==> src/rtl/crcw_pkg.sv <==
package crcw_pkg;

  parameter int CRC_W  = 32;
  parameter int ADDR_W = 3;

  localparam logic [ADDR_W-1:0] OFS_DATA    = ADDR_W'(0);
  localparam logic [ADDR_W-1:0] OFS_SCRATCH = ADDR_W'(1);
  localparam logic [ADDR_W-1:0] OFS_CTRL    = ADDR_W'(2);
  localparam logic [ADDR_W-1:0] OFS_INIT    = ADDR_W'(4);

  localparam int CTRL_RELOAD_BIT = 0;

  typedef struct packed {
    logic wr_data;
    logic wr_scratch;
    logic wr_ctrl;
    logic wr_init;
    logic rd;
  } crcw_sel_t;

endpackage

==> src/rtl/crcw_rst_sync.sv <==
module crcw_rst_sync #(
  parameter int STAGES = 2
) (
  input  logic clk,
  input  logic rst_n,
  output logic srst_n
);

  logic [STAGES-1:0] chain_q;
  logic [STAGES-1:0] chain_d;

  always_comb begin
    chain_d = {chain_q[STAGES-2:0], 1'b1};
  end

  always_ff @(posedge clk or negedge rst_n) begin
    if (!rst_n) begin
      chain_q <= '0;
    end else begin
      chain_q <= chain_d;
    end
  end

  assign srst_n = chain_q[STAGES-1];

endmodule

==> src/rtl/crcw_fold.sv <==
module crcw_fold #(
  parameter int          W    = 32,
  parameter logic [W-1:0] POLY = 32'h04C11DB7
) (
  input  logic [W-1:0] crc_in,
  input  logic [W-1:0] word_in,
  output logic [W-1:0] crc_out
);

  logic [W-1:0] stage [W+1];

  assign stage[0] = crc_in ^ word_in;

  for (genvar i = 0; i < W; i++) begin : g_shift
    logic [W-1:0] shifted;
    assign shifted      = {stage[i][W-2:0], 1'b0};
    assign stage[i+1]   = stage[i][W-1] ? (shifted ^ POLY) : shifted;
  end

  assign crc_out = stage[W];

endmodule

==> src/rtl/crcw_decode.sv <==
module crcw_decode
  import crcw_pkg::*;
(
  input  logic              valid,
  input  logic              write,
  input  logic [ADDR_W-1:0] addr,
  output crcw_sel_t         sel
);

  logic wr_en;

  always_comb begin
    wr_en          = valid & write;
    sel            = '0;
    sel.rd         = valid & ~write;
    sel.wr_data    = wr_en & (addr == OFS_DATA);
    sel.wr_scratch = wr_en & (addr == OFS_SCRATCH);
    sel.wr_ctrl    = wr_en & (addr == OFS_CTRL);
    sel.wr_init    = wr_en & (addr == OFS_INIT);
  end

endmodule

==> src/rtl/crcw_accel.sv <==
module crcw_accel
  import crcw_pkg::*;
#(
  parameter logic [CRC_W-1:0] POLY       = 32'h04C11DB7,
  parameter logic [CRC_W-1:0] INIT_RESET = 32'hFFFFFFFF,
  parameter int               SCRATCH_W  = 8
) (
  input  logic              clk,
  input  logic              rst_n,
  input  logic              bus_valid,
  input  logic              bus_write,
  input  logic [ADDR_W-1:0] bus_addr,
  input  logic [CRC_W-1:0]  bus_wdata,
  output logic [CRC_W-1:0]  bus_rdata
);

  localparam int PAD_W = CRC_W - SCRATCH_W;

  logic                 srst_n;
  crcw_sel_t            sel;
  logic [CRC_W-1:0]     crc_q, crc_d, crc_folded;
  logic [CRC_W-1:0]     init_q, init_d;
  logic [SCRATCH_W-1:0] scratch_q, scratch_d;
  logic                 crc_en, init_en, scratch_en;
  logic                 reload_req;

  crcw_rst_sync #(.STAGES(2)) u_rst_sync (
    .clk    (clk),
    .rst_n  (rst_n),
    .srst_n (srst_n)
  );

  crcw_decode u_decode (
    .valid (bus_valid),
    .write (bus_write),
    .addr  (bus_addr),
    .sel   (sel)
  );

  crcw_fold #(.W(CRC_W), .POLY(POLY)) u_fold (
    .crc_in  (crc_q),
    .word_in (bus_wdata),
    .crc_out (crc_folded)
  );

  // next state; a reload request wins over a data fold
  always_comb begin
    reload_req = sel.wr_ctrl & bus_wdata[CTRL_RELOAD_BIT];
    crc_en     = reload_req | sel.wr_data;
    if (reload_req) begin
      crc_d = init_q;
    end else begin
      crc_d = crc_folded;
    end
    init_en    = sel.wr_init;
    init_d     = bus_wdata;
    scratch_en = sel.wr_scratch;
    scratch_d  = bus_wdata[SCRATCH_W-1:0];
  end

  always_ff @(posedge clk or negedge srst_n) begin
    if (!srst_n) begin
      crc_q     <= INIT_RESET;
      init_q    <= INIT_RESET;
      scratch_q <= '0;
    end else begin
      if (crc_en) begin
        crc_q <= crc_d;
      end
      if (init_en) begin
        init_q <= init_d;
      end
      if (scratch_en) begin
        scratch_q <= scratch_d;
      end
    end
  end

  // read mux; control and unmapped offsets return zero
  always_comb begin
    bus_rdata = '0;
    if (sel.rd) begin
      case (bus_addr)
        OFS_DATA:    bus_rdata = crc_q;
        OFS_SCRATCH: bus_rdata = {{PAD_W{1'b0}}, scratch_q};
        OFS_INIT:    bus_rdata = init_q;
        default:     bus_rdata = '0;
      endcase
    end
  end

endmodule

==> config.mk <==
export PLATFORM = sky130hd
export DESIGN_NAME = crcw_accel
export DESIGN_NICKNAME = d
export VERILOG_FILES = /design/src/rtl/crcw_pkg.sv /design/src/rtl/crcw_rst_sync.sv /design/src/rtl/crcw_fold.sv /design/src/rtl/crcw_decode.sv /design/src/rtl/crcw_accel.sv
export SDC_FILE = /design/constraint.sdc
export NUM_CORES = 1
export LEC_CHECK = 0
export CORE_UTILIZATION = 40
export CTS_CLUSTER_SIZE = 12
export DETAILED_ROUTE_END_ITERATION = 12
export GPL_ROUTABILITY_DRIVEN = 0
export PLACE_DENSITY_LB_ADDON = 0.1
export SETUP_SLACK_MARGIN = 0.02
export SYNTH_ARGS = -nofsm -noshare
export SYNTH_HDL_FRONTEND = slang
export SYNTH_HIERARCHICAL = 1
export SYNTH_SLANG_ARGS = --single-unit
==> constraint.sdc <==
create_clock -name clk -period 2.4 [get_ports clk]
set_input_delay 0.24 -clock clk [delete_from_list [all_inputs] [get_ports clk]]
set_output_delay 0.24 -clock clk [all_outputs]
set_load 0.01 [all_outputs]
After elaboration in Yosys (flattened, before gate mapping)
Cells that the tools add are included.

word-level totals
  register bits = 74
  output and inout port bits = 32
  input bits = 39

operators by class
  reduce and logical (&&, ||, !) cells = 1
  equal/unequal tests = 3
  bitwise operators = 42
  mux-type cells = 35

operators with widths
  cell                                           number
  2-to-1 mux 27 bit                              32
  NOT 14 bit                                     32
  case mux 32 bit (3 select lines)               1
  2-to-1 mux 32 bit                              2
  bitwise XOR 32 bit                             1
  bitwise AND 1 bit                              7
  == test 3 x 1 -> 1 bit, second input constant  1
  == test 3 x 2 -> 1 bit, second input constant  1
  == test 3 bit, second input constant           1
  logical NOT 3 bit                              1
  NOT 1 bit                                      1
  bitwise OR 1 bit                               1

Depth between registers and ports, before layout
Gate-level depths: netlist of run 1.

  depth in word-level cells = 66
  mapped depth = 11
  gate-level depth less buffers = 10

Modules after synthesis
Netlist of run 1, hierarchy kept.

by module, submodules not included
  module         cells an instance  sequential area each (sq um)  times used  area each (sq um)
  crcw_accel     321                1881.8                        1           3723.6
  crcw_fold      258                0.0                           1           3256.9
  crcw_decode    6                  0.0                           1           53.8
  crcw_rst_sync  3                  50.0                          1           53.8

Worst setup path after synthesis of run 1
No wires, ideal clock.

  path kind = reg-to-reg
  start = reg crc_q[28]
  end = reg crc_q[7]
  arrival = 3670 ps
  cell stages (with the launch flop) = 10
  path slack = -1360 ps
  cells stage by stage = dfstp_2 -> xor2_2 -> xnor3_1 -> xor2_1 -> xnor3_2 -> xnor3_2 -> xnor2_1 -> xor3_1 -> mux2i_1 -> o21ai_0

between the ends
  word-level cells in the longest chain between the ends = 36

ends and longest elaborated chain
  element                                                              line              text
  start, declared                                                      crcw_accel.sv:21  logic [CRC_W-1:0] crc_q, crc_d, crc_folded;
  start signal, assigned                                               crcw_accel.sv:68  crc_q <= crc_d;
  bitwise XOR 32 bit *                                                 crcw_fold.sv:12   assign stage[0] = crc_in ^ word_in;
  2-to-1 mux 27 bit *                                                  crcw_fold.sv:17   assign stage[i+1] = stage[i][W-1] ? (shifted ^ POLY) : shifted;
  NOT 14 bit (no line)                                                 n/a
  2-to-1 mux 27 bit                                                    crcw_fold.sv:17
  2-to-1 mux 27 bit / NOT 14 bit (equally long branches) (2 in a row)  n/a
  2-to-1 mux 27 bit                                                    crcw_fold.sv:17
  NOT 14 bit (no line) / 2-to-1 mux 27 bit (equally long branches)     n/a
  2-to-1 mux 27 bit                                                    crcw_fold.sv:17
  (+20 left out)                                                       n/a
  2-to-1 mux 27 bit                                                    crcw_fold.sv:17
  NOT 14 bit (no line) / 2-to-1 mux 27 bit (equally long branches)     n/a
  2-to-1 mux 27 bit                                                    crcw_fold.sv:17
  2-to-1 mux 27 bit / NOT 14 bit (equally long branches)               n/a
  NOT 14 bit (no line) / 2-to-1 mux 27 bit (equally long branches)     n/a
  2-to-1 mux 27 bit *                                                  crcw_fold.sv:17
  net crc_folded[7]                                                    crcw_accel.sv:21
  2-to-1 mux 32 bit *                                                  crcw_accel.sv:50  if (reload_req) begin

The timed path passes the listed nets; every way through them passes the cells marked *.
A chain may end at the register's enable or synchronous reset.

Final worst setup path of run 1
  start = reg crc_q[21]
  end = reg crc_q[22]

between the ends
  word-level cells in the longest chain between the ends = 42

ends and longest elaborated chain
  element                           line
  bitwise XOR 32 bit *              crcw_fold.sv:12
  NOT 14 bit (no line)              n/a
  2-to-1 mux 27 bit *               crcw_fold.sv:17
  NOT 14 bit (no line)              n/a
  2-to-1 mux 27 bit * (3 in a row)  crcw_fold.sv:17
  NOT 14 bit (no line)              n/a
  2-to-1 mux 27 bit * (2 in a row)  crcw_fold.sv:17
  NOT 14 bit (no line)              n/a
  (+17 left out)                    n/a
  2-to-1 mux 27 bit (4 in a row)    crcw_fold.sv:17
  NOT 14 bit (no line)              n/a
  2-to-1 mux 27 bit *               crcw_fold.sv:17
  2-to-1 mux 27 bit (5 in a row)    crcw_fold.sv:17
  NOT 14 bit (no line)              n/a
  2-to-1 mux 27 bit *               crcw_fold.sv:17
  net crc_folded[22]                crcw_accel.sv:21
  2-to-1 mux 32 bit *               crcw_accel.sv:50

Marked as above.

==> impl_metrics.py, run 1 <==
metrics = {
    "logic_synthesis": {
        "syn_area_per_cell_sq_um": 12.1,
        "yosysMostFrequentCell": "xnor2_1",
        "ys_seq_elements": 74,
        "netlist_top_cells_count": "xnor2_1 (142), dfstp_2 (64), xor2_1 (41), mux2_2 (38), nand2_1 (33)",
        "dominantRegCellSynth": "dfstp_2",
        "syn_nets": 627,
        "syn_inst": 588,
        "synth-async-reset-ratio_pct": 100,
        "yosysSeqAreaShare_pct": 27.3,
        "syn_area_sq_um": 7090,
        "synthDistinctLibCells": 38,
        "yosys-top-cells-area": "dfstp_2 (24%), xnor2_1 (18%), xnor3_1 (8.6%)",
        "synthDominantCellAreaShare_pct": 23.7,
        "synth.yosys.warnings": 6,
        "yosysTopAreaCell": "dfstp_2",
        "synth_edf_count": 0,
    },
    "clocking": {
        "cts_tree": "built",
        "numClockSinks": 74,
        "clock_path_buffers": 2,
        "cts_root_buf": "clkbuf_16",
        "ctsHoldBuffers": 0,
        "clk_latency_ps": 360,
        "clk_pin_slew_worst_paths_ps": 70,
        "h-tree-depth": 3,
        "cts_made_buffers": 9,
    },
    "routing": {
        "first_pass_iters": 4,
        "ant_nets": 0,
        "viasPerCell": 4.90,
        "wl_per_cell_microns": 19.8,
        "dr_total_vias": 5506,
        "routed_wl_mm": 22.3,
        "first_iter_violations": 235,
        "drc": 0,
    },
    "sta": {
        "whs_ps": 41.8,
        "final_max_slew_viol_count": 0,
        "slew_headroom_pct": 57.4,
        "fin_ws_ps": -1290,
        "grt_setup_unrepaired": "yes",
        "hold_violations": 0,
        "finalCritPeriodShare_pct": 154,
        "setup_viol": 32,
        "fmax_mhz": 271,
        "tightest_slew_ps": 639,
        "finalClockSkew_ps": 10.6,
        "fin_crit_ps": 3690,
    },
    "finish": {
        "num_antenna_cells": 0,
        "final_util_pct": 65.3,
        "final_nets": 933,
        "synthToLayoutAreaGrowth_pct": 59.3,
        "drive_gt1_share_pct": 57.8,
    },
    "critical_path": {
        "crit_path_cell_trace": "xnor2_2 > xor3_2 > xnor2_4 > xor2_2 > xnor3_2 > buf_6 > xnor3_2 > buf_6 > xnor2_2 > buf_6 > xnor2_4 > mux2i_1 > o21ai_1",
        "critical_path_peak_fanout": 6,
        "cp_num_buf_inv": 3,
        "reg2reg_depth": 13,
        "cp.required_ps": 2690,
        "worstSetupPathType": "reg -> reg",
        "crit_top_cell": "buf_6",
        "slowest_delay_ps": 570,
        "startpoint_type": "flop",
        "worstPathArrival_ps": 3980,
        "timing.rr.start": "crc_q[21]",
        "crit_path_top_delay_cell": "xor3_2",
        "crit_family": "XOR/XNOR gates",
        "cp-startpoint": "crc_q[21]",
        "cp_num_cells": 13,
        "endpoint_kind": "flop",
    },
    "global_routing": {
        "antenna_found_initial": 0,
        "grt_max_degree": 65,
        "grt_usage_pct": 25.3,
        "overflow": 0,
        "grt_pass1_vias": 5985,
        "grt_pass1_wl_mm": 34.1,
    },
    "run_status": {
        "status": "complete, but fails checks",
        "violations": "negative setup slack",
    },
    "worst_hold_path": {
        "min_path_type": "in -> async",
    },
    "placement": {
        "place_ws_ps": -1570,
        "numPortBuffers": 70,
        "place_hpwl_mm": 15.8,
    },
    "floorplanning": {
        "rows": 48,
        "die_area_sq_um": 18300,
        "die_y_microns": 135,
        "dieWidth_microns": 135,
        "initial_utilization_pct": 41.0,
        "ios": 71,
        "coreArea_sq_um": 17300,
    },
    "flow_run": {
        "drv_cap": 0,
    },
}
## registers in the layout, indices dropped and copies added (netlist names)
name and flops:
init_q 32, crc_q 32, scratch_q 8, u_rst_sync/chain_q 2
## area by class of cell
cell class / instances / area, sq um
clock buffers: 12 / 246
repair buffers: 324 / 2980
clock inverters: 4 / 26.3
flip-flops and latches: 74 / 1930
well taps: 225 / 282
multi-input cells: 485 / 5820
fillers: 1317 / 6010
## routing by layer
metal,routed length (microns),global-route usage [%],vias to the layer above,part of all wire (%)
li1,-,-,2602,-
met1,9310,31.7,2724,42
met2,11000,42.1,130,49
met3,968,5.22,50,4.3
met4,1050,11.2,0,4.7
met5,0,0,-,0
## placed cells by master (no fill, tap or decap), drive strengths merged
| master | n |
|---|---|
| buf | 253 |
| xnor2 | 160 |
| dfstp | 64 |
| clkdlybuf4s50 | 57 |
| xor2 | 49 |
| mux2 | 40 |
| xnor3 | 39 |
| nand2 | 34 |
| mux2i | 32 |
| o21ai | 32 |
| a22oi | 24 |
| nor2 | 24 |
| a211oi | 16 |
| clkbuf | 13 |
| dlymetal6s2s | 12 |
| dfrtp | 10 |
| xor3 | 9 |
| nand2b | 8 |
| nor2b | 8 |
| nor4b | 3 |
| clkinv | 2 |
| nand3b | 1 |
| nor3 | 1 |
| nor3b | 1 |
| and2 | 1 |
| inv | 1 |
| clkinvlp | 1 |
| dlygate4sd2 | 1 |
| and2b | 1 |
| nor4 | 1 |
| conb | 1 |
## through the flow
step           cell area, sq um  instances  setup TNS, ps
3_5_place_dp               9810       1050         -45870
2_1_floorplan              7360        588         -26530
4_1_cts                   10900       1108         -34860
3_3_place_gp               9810       1050         -45030
6_report                  11300       1124         -36630
5_1_grt                   11300       1124         -40640
## worst reg2reg max path: cells and delay by family, from the launching register on
kind | cells | cell delay (ps)
buf+inv | 3 | 490
compound gates | 1 | 170
xor+xnor | 8 | 2290
flops | 1 | 560
mux | 1 | 110
## logic make-up (layout without fill, tap and decap cells)
logic type	Yosys count	after routing	share of synthesized area, %
AO/OA/AOI/OAI	72	72	7.20
XOR/XNOR	257	257	45.8
buffers and inverters	29	340	2.54
flip-flops	74	74	27.3
multiplexers	72	72	10.9
other	1	1	0.0529
AND/OR/NAND/NOR	83	83	6.23
## final timing paths
check                                        end  slack (ps)
setup / recovery                       crc_q[22]       -1290
hold / removal             u_rst_sync/chain_q[0]          40
setup reg to reg                       crc_q[22]       -1290
hold reg to reg            u_rst_sync/chain_q[1]         350
max in group asynchronous             init_q[23]        1360
min in group clk           u_rst_sync/chain_q[1]         350
## repair_timing
action | 4_1_cts | 5_1_grt
buffers inserted | 42 | 15
setup endpoints to repair | 42 | 52
pin swaps | 41 | 20
cloned | 1 | 1
gates resized for setup | 81 | 43
Power of run 1 is not shown: default switching activity piles up to over one toggle a cycle in this logic, so the estimate is an artifact.
==> run 2, diff against run 1 <==
--- a/config.mk
+++ b/config.mk
@@ -5,6 +5,8 @@
 export SDC_FILE = /design/constraint.sdc
 export NUM_CORES = 1
 export LEC_CHECK = 0
+export ABC_AREA = 1
+export CORE_MARGIN = 2
 export CORE_UTILIZATION = 40
 export CTS_CLUSTER_SIZE = 12
 export DETAILED_ROUTE_END_ITERATION = 12
==> run 2 against run 1 <==
Net effect: the flow still finishes with violations (negative setup slack); non-clock buffer count is 59 higher; flip-flop and latch count unchanged; worst setup slack improved by 400 ps; hold slack improved by 23 ps; global-route usage up 7.6 points; via count up 99%; clock-buffer cell count fell by 1; sequential share of layout area fell by 4.2 points; synthesized cell count rose by 140%; synthesized area up 21%; routed wire length rose by 70%; fmax rose by 12%; critical endpoint is now crc_q[21]; largest cell class unchanged; highest routed layer unchanged.
==> impl_metrics.py, run 2 <==
metrics = {
    "floorplanning": {
        "die_y_microns": 150,
        "ios": 71,
        "coreArea_sq_um": 21000,
        "dieWidth_microns": 150,
        "initial_utilization_pct": 40.8,
        "rows": 53,
        "die_area_sq_um": 22600,
    },
    "sta": {
        "finalClockSkew_ps": 10.5,
        "hold_violations": 0,
        "whs_ps": 64.9,
        "fin_crit_ps": 3290,
        "setup_viol": 32,
        "tightest_slew_ps": 623,
        "fmax_mhz": 304,
        "final_max_slew_viol_count": 0,
        "finalCritPeriodShare_pct": 137,
        "slew_headroom_pct": 58.2,
        "fin_ws_ps": -890,
        "grt_setup_unrepaired": "yes",
    },
    "critical_path": {
        "cp.required_ps": 2670,
        "critical_path_peak_fanout": 7,
        "worstSetupPathType": "reg -> reg",
        "worstPathArrival_ps": 3560,
        "crit_top_cell": "nand2_4",
        "startpoint_type": "flop",
        "crit_path_top_delay_cell": "dfstp_2",
        "endpoint_kind": "flop",
        "crit_path_cell_trace": "inv_2 > nand2_2 > nand2_4 > buf_6 > nand2_4 > nand2_4 > nand2_4 > nand2_4 > buf_12 > xor2_4 > xor2_4 > buf_6 > nand2_4 > nand2_4 > inv_2 > or2_1 > nand3_1 > nand3_1 > nand2_2 > nand3_2 > o211ai_1",
        "slowest_delay_ps": 580,
    },
    "placement": {
        "numPortBuffers": 70,
        "place_hpwl_mm": 26.2,
    },
    "routing": {
        "viasPerCell": 5.40,
        "drc": 0,
        "ant_nets": 0,
        "first_iter_violations": 927,
        "wl_per_cell_microns": 18.7,
        "first_pass_iters": 5,
        "routed_wl_mm": 37.9,
        "dr_total_vias": 10900,
    },
    "worst_hold_path": {
        "min_path_type": "in -> async",
    },
    "clocking": {
        "cts_root_buf": "clkbuf_16",
        "clk_latency_ps": 350,
        "h-tree-depth": 3,
        "cts_made_buffers": 9,
        "ctsHoldBuffers": 0,
        "cts_tree": "built",
        "numClockSinks": 74,
        "clk_pin_slew_worst_paths_ps": 60,
        "clock_path_buffers": 2,
    },
    "logic_synthesis": {
        "yosys-top-cells-area": "nand2_1 (26%), dfstp_2 (20%), nand3_1 (13%)",
        "syn_area_sq_um": 8580,
        "yosysTopAreaCell": "nand2_1",
        "syn_nets": 1426,
        "synth.yosys.warnings": 6,
        "synthDistinctLibCells": 36,
        "yosysSeqAreaShare_pct": 22.5,
        "synth-async-reset-ratio_pct": 100,
        "netlist_top_cells_count": "nand2_1 (596), nand3_1 (224), inv_1 (122), xor2_1 (78), dfstp_2 (64)",
        "yosysMostFrequentCell": "nand2_1",
        "syn_area_per_cell_sq_um": 6.19,
        "synthDominantCellAreaShare_pct": 26.1,
        "dominantRegCellSynth": "dfstp_2",
        "syn_inst": 1387,
        "synth_edf_count": 0,
        "ys_seq_elements": 74,
    },
    "global_routing": {
        "grt_pass1_wl_mm": 57.3,
        "grt_pass1_vias": 10500,
        "grt_usage_pct": 32.9,
        "overflow": 0,
        "antenna_found_initial": 0,
        "grt_max_degree": 50,
    },
    "finish": {
        "synthToLayoutAreaGrowth_pct": 74.0,
        "final_cell_mix": "nand2_1 (379), buf_4 (244), nand2_2 (168)",
        "final_nets": 1784,
        "fillerInstances": 1605,
        "top_regs": "crc_q (32), init_q (32), scratch_q (8)",
        "final_common_cell": "nand2_1",
        "drive_gt1_share_pct": 49.4,
        "num_antenna_cells": 0,
    },
    "run_status": {
        "violations": "negative setup slack",
        "status": "complete, but fails checks",
    },
    "flow_run": {
        "drv_cap": 0,
    },
}
[run 2: repair_timing]
action                     CTS  global route
gates cloned                 1             0
buffers inserted            55            19
gates resized for setup    398            81
pin swaps                  189            72
setup endpoints to repair   32            42
[run 2: path summary, 6_finish.rpt]
| check | to | slack [ps] | cells past startpoint | from |
|---|---|---|---|---|
| worst max register to register | crc_q[21] | -890 | 21 | crc_q[31] |
| max in group asynchronous | crc_q[19] | 1370 | 1 | u_rst_sync/chain_q[1] |
| min in group clk | init_q[30] | 250 | 3 | bus_wdata[30] |
| worst min-delay path | u_rst_sync/chain_q[0] | 60 | 1 | rst_n |
| worst min register to register | u_rst_sync/chain_q[1] | 360 | 0 | u_rst_sync/chain_q[0] |
| worst max-delay path | crc_q[21] | -890 | 21 | crc_q[31] |
[run 2: kinds of logic after synthesis]
kind of cell    after synthesis  synth area share [%]
flops                        74                  22.5
compound gates               89                  6.12
mux                           8                  1.05
other cells                   1                0.0437
xor+xnor                    127                  14.7
buf+inv                     171                  8.28
simple gates                917                  47.3
[run 2: cell type report]
cell class / instances / area, sq um / share of cell area, %
multi-input combinational: 1143 / 8340 / 55.9
timing repair buffer: 383 / 3480 / 23.3
sequential: 74 / 1930 / 12.9
inverter: 134 / 556 / 3.72
tap: 275 / 344 / 2.30
clock buffer: 11 / 243 / 1.63
clock inverter: 5 / 37.5 / 0.251
[run 2: critical path: cells and delay by family, from the launching register on]
kind	cells	cell delay, ps
AOI/OAI and AO/OA	1	100
xor gates and xnor gates	2	590
buffers and inverters	5	550
DFF	1	580
and+or+nand+nor	13	1380
[run 2: through the flow]
step / instances / TNS, ps / setup slack, ps / cell area, sq um / util, %
finish: 2025 / -25190 / -890 / 14900 / 71.0
global route: 2025 / -29510 / -1030 / 14900 / 71.0
CTS: 2007 / -19870 / -672 / 14400 / 68.6
detailed placement: 1937 / -37780 / -1360 / 11900 / 56.5
global placement: 1937 / -36210 / -1340 / 11900 / 56.5
floorplan: 1387 / -6180 / -276 / 9030 / -
[run 2: per-layer routing]
layer	track usage (%)	share of wire, %	vias up
met3	4.09	6.2	140
met5	0	0	-
met4	12.5	5.1	0
met2	53.3	46	489
li1	-	-	5083
met1	44.7	43	5228
Power of run 2 is left out for the same reason.
==> run 3, diff against run 2 <==
--- a/config.mk
+++ b/config.mk
@@ -7,7 +7,7 @@
 export LEC_CHECK = 0
 export ABC_AREA = 1
 export CORE_MARGIN = 2
-export CORE_UTILIZATION = 40
+export CORE_UTILIZATION = 60
 export CTS_CLUSTER_SIZE = 12
 export DETAILED_ROUTE_END_ITERATION = 12
 export GPL_ROUTABILITY_DRIVEN = 0
==> run 3 against run 2 <==
Net effect: the flow now stops in 5_1_grt; synthesized cell count is the same; synthesized area is the same.
==> impl_metrics.py, run 3 <==
metrics = {
    "global_routing": {
        "grt_usage_pct": 81.4,
        "grt_pass1_vias": 15500,
        "grt_max_degree": 97,
        "overflow": 34,
        "grt_pass1_wl_mm": 92.0,
    },
    "logic_synthesis": {
        "syn_inst": 1387,
        "synth_xor_area_share_pct": 14.7,
        "dominantRegCellSynth": "dfstp_2",
        "synthMuxAreaShare_pct": 1.05,
        "yosysMostFrequentCell": "nand2_1",
        "syn_area_per_cell_sq_um": 6.19,
        "synthDominantCellAreaShare_pct": 26.1,
        "synthAdderAreaFrac_pct": 0,
        "synth_compound_area_share_pct": 6.12,
        "ys_seq_elements": 74,
        "syn_area_sq_um": 8580,
        "synth.yosys.warnings": 6,
        "yosysTopAreaCell": "nand2_1",
        "synthDistinctLibCells": 36,
        "syn_nets": 1426,
        "yosysSeqAreaShare_pct": 22.5,
        "yosys.area_share.simple_pct": 47.3,
        "yosys-top-cells-area": "nand2_1 (26%), dfstp_2 (20%), nand3_1 (13%)",
        "synth_edf_count": 0,
        "synth-async-reset-ratio_pct": 100,
        "synth_top_family_by_area": "simple AND/OR/NAND/NOR gates",
        "netlist_top_cells_count": "nand2_1 (596), nand3_1 (224), inv_1 (122), xor2_1 (78), dfstp_2 (64)",
    },
    "clocking": {
        "h-tree-depth": 3,
        "cts_made_buffers": 9,
        "numClockSinks": 74,
        "cts_root_buf": "clkbuf_16",
        "clock_path_buffers": 2,
    },
    "floorplanning": {
        "dieWidth_microns": 124,
        "rows": 43,
        "die_y_microns": 124,
        "ios": 71,
        "initial_utilization_pct": 61.6,
    },
    "placement": {
        "placed_cells": 1823,
        "placed_area_sq_um": 11600,
        "numPortBuffers": 70,
        "place_hpwl_mm": 25.1,
    },
    "run_status": {
        "error": "[ERROR GRT-0116] Global routing finished with congestion. Check the congestion regions in the DRC Viewer.",
        "stop_stage": "5_1_grt",
        "status": "aborted with a tool error",
    },
}
run 3: cell counts after synthesis:
No cell type changed its count.
run 3: what timing repair did:
action / CTS
pin swaps: 134
setup buffers: 41
gates resized for setup: 274
hold buffers: 0
setup endpoints to repair: 32
hold endpoints to repair: 0
run 3: logic make-up after synthesis:
logic type	after synthesis
and+or+nand+nor	917
buffers and inverters	171
xor gates and xnor gates	127
AOI/OAI and AO/OA	89
DFF	74
muxes	8
other	1
run 3: per-layer routing:
layer / overflow / track usage, %
met1: 0 / 80.0
met2: 21 / 93.6
met3: 0 / 72.1
met4: 13 / 80.5
met5: 0 / 49.0
run 3: metrics by stage:
stage          hold WS, ps  util, %  setup TNS [ps]  worst slack (ps)
2_1_floorplan        -55.6        -           -6180              -276
3_5_place_dp           347     83.1          -36450             -1250
4_1_cts               38.6     96.1          -19420              -658
3_3_place_gp           344     83.1          -32010             -1160
==> run 4, diff against run 3 <==
--- a/config.mk
+++ b/config.mk
@@ -7,12 +7,10 @@
 export LEC_CHECK = 0
 export ABC_AREA = 1
 export CORE_MARGIN = 2
-export CORE_UTILIZATION = 60
-export CTS_CLUSTER_SIZE = 12
+export CORE_UTILIZATION = 40
 export DETAILED_ROUTE_END_ITERATION = 12
 export GPL_ROUTABILITY_DRIVEN = 0
-export PLACE_DENSITY_LB_ADDON = 0.1
-export SETUP_SLACK_MARGIN = 0.02
+export PLACE_DENSITY_LB_ADDON = 0.15
 export SYNTH_ARGS = -nofsm -noshare
 export SYNTH_HDL_FRONTEND = slang
 export SYNTH_HIERARCHICAL = 1
==> run 4 against run 3 <==
Net effect: the flow now finishes, with violations (negative setup slack).
==> impl_metrics.py, run 4 (same netlist as run 2, synthesis figures left out) <==
metrics = {
    "run_status": {
        "violations": "negative setup slack",
        "status": "complete, but fails checks",
    },
    "routing": {
        "wl_per_cell_microns": 19.3,
        "drc": 0,
        "first_pass_iters": 6,
        "routed_wl_mm": 38.9,
        "first_iter_violations": 929,
        "ant_nets": 0,
        "viasPerCell": 5.51,
        "dr_total_vias": 11100,
    },
    "placement": {
        "place_hpwl_mm": 25.5,
        "numPortBuffers": 70,
        "placed_area_sq_um": 11900,
    },
    "sta": {
        "fmax_mhz": 286,
        "finalClockSkew_ps": 9.83,
        "fin_crit_ps": 3490,
        "grt_setup_unrepaired": "yes",
        "slew_headroom_pct": 56.4,
        "fin_ws_ps": -1090,
        "setup_viol": 32,
        "finalCritPeriodShare_pct": 146,
        "tightest_slew_ps": 649,
        "hold_violations": 0,
        "final_max_slew_viol_count": 0,
    },
    "floorplanning": {
        "die_area_sq_um": 22600,
        "dieWidth_microns": 150,
        "rows": 53,
        "ios": 71,
        "die_y_microns": 150,
        "initial_utilization_pct": 40.8,
        "coreArea_sq_um": 21000,
    },
    "finish": {
        "top_regs": "crc_q (32), init_q (32), scratch_q (8)",
        "final_util_pct": 72.2,
        "synthToLayoutAreaGrowth_pct": 76.9,
        "finalInstanceArea_sq_um": 15200,
        "final_cell_mix": "nand2_1 (364), buf_4 (256), nand2_2 (175)",
        "final_nets": 1781,
        "num_antenna_cells": 0,
        "final_common_cell": "nand2_1",
        "drive_gt1_share_pct": 51.5,
    },
    "global_routing": {
        "grt_pass1_vias": 9886,
        "grt_usage_pct": 30.2,
        "grt_max_degree": 65,
        "grt_pass1_wl_mm": 52.7,
        "antenna_found_initial": 0,
        "overflow": 0,
    },
    "clocking": {
        "cts_tree": "built",
        "cts_root_buf": "clkbuf_16",
        "numClockSinks": 74,
        "clock_path_buffers": 2,
        "clk_pin_slew_worst_paths_ps": 60,
        "clk_latency_ps": 340,
        "cts_made_buffers": 9,
        "h-tree-depth": 3,
        "ctsHoldBuffers": 0,
    },
    "critical_path": {
        "critical_path_peak_fanout": 7,
        "worstSetupPathType": "reg -> reg",
        "startpoint_type": "flop",
        "cp.required_ps": 2660,
        "worstPathArrival_ps": 3750,
        "endpoint_kind": "flop",
    },
    "flow_run": {
        "drv_cap": 0,
    },
    "worst_hold_path": {
        "min_path_type": "in -> async",
    },
}
==> run 4: area by class of cell <==
cell class,instances,area [sq um]
multi-input combinational,1142,8600
fill,1475,5840
timing repair buffer,381,3460
sequential,74,1930
inverter,134,576
tap,275,344
clock buffer,11,233
clock inverter,5,38.8
==> run 4: per-stage QoR <==
stage | setup WS (ps) | hold slack [ps] | setup TNS [ps] | std cells
after floorplan | -276 | -55.6 | -6180 | 1387
after global placement | -1140 | 344 | -32520 | 1936
after detailed placement | -1140 | 337 | -33410 | 1936
after CTS | -637 | 52.7 | -18940 | 1986
after global routing | -1140 | 60.9 | -28060 | 2022
final | -1090 | 56.2 | -23870 | 2022
==> run 4: final timing paths <==
| kind | startpoint | end | slack (ps) | cells past startpoint |
|---|---|---|---|---|
| max | crc_q[31] | crc_q[16] | -1090 | 27 |
| min | rst_n | u_rst_sync/chain_q[0] | 60 | 1 |
| max reg2reg | crc_q[31] | crc_q[16] | -1090 | 27 |
| min reg2reg | u_rst_sync/chain_q[0] | u_rst_sync/chain_q[1] | 360 | 0 |
| max in group asynchronous | u_rst_sync/chain_q[1] | crc_q[3] | 1410 | 1 |
| min in group clk | bus_wdata[31] | init_q[31] | 260 | 3 |
==> run 4: critical path, stage by stage, from the launching register on <==
cell and delay [ps]:
dfstp_2 570, inv_2 50, nand2_2 80, nand2_4 80, buf_12 160, nand2_8 60, nand2_8 80, nand3_4 130
nand2_8 100, buf_4 160, inv_1 60, nand3_2 100, nand2_1 90, nand2_2 80, nand2_2 90, nand2_1 90
nand2_4 170, buf_12 140, nand2_1 70, nand2_1 70, nand2_1 70, nand2_2 80, inv_1 40, nand2_1 90
nand3_1 230, nand2_1 210, nand3_1 120, o211ai_1 110
==> run 4: repair_timing <==
action	CTS	global route
resized for setup	244	284
buffers inserted	34	36
pin swaps	112	143
gates cloned	1	0
endpoints found under the setup margin	32	39
==> run 4: per-layer routing <==
metal / track usage, % / vias to the layer above / part of all wire, %
li1: - / 5078 / -
met4: 12.8 / 0 / 6.7
met1: 41.0 / 5313 / 39
met2: 47.9 / 569 / 47
met5: 0 / - / 0
met3: 4.24 / 179 / 7.7
Power of run 4 is left out for the same reason.
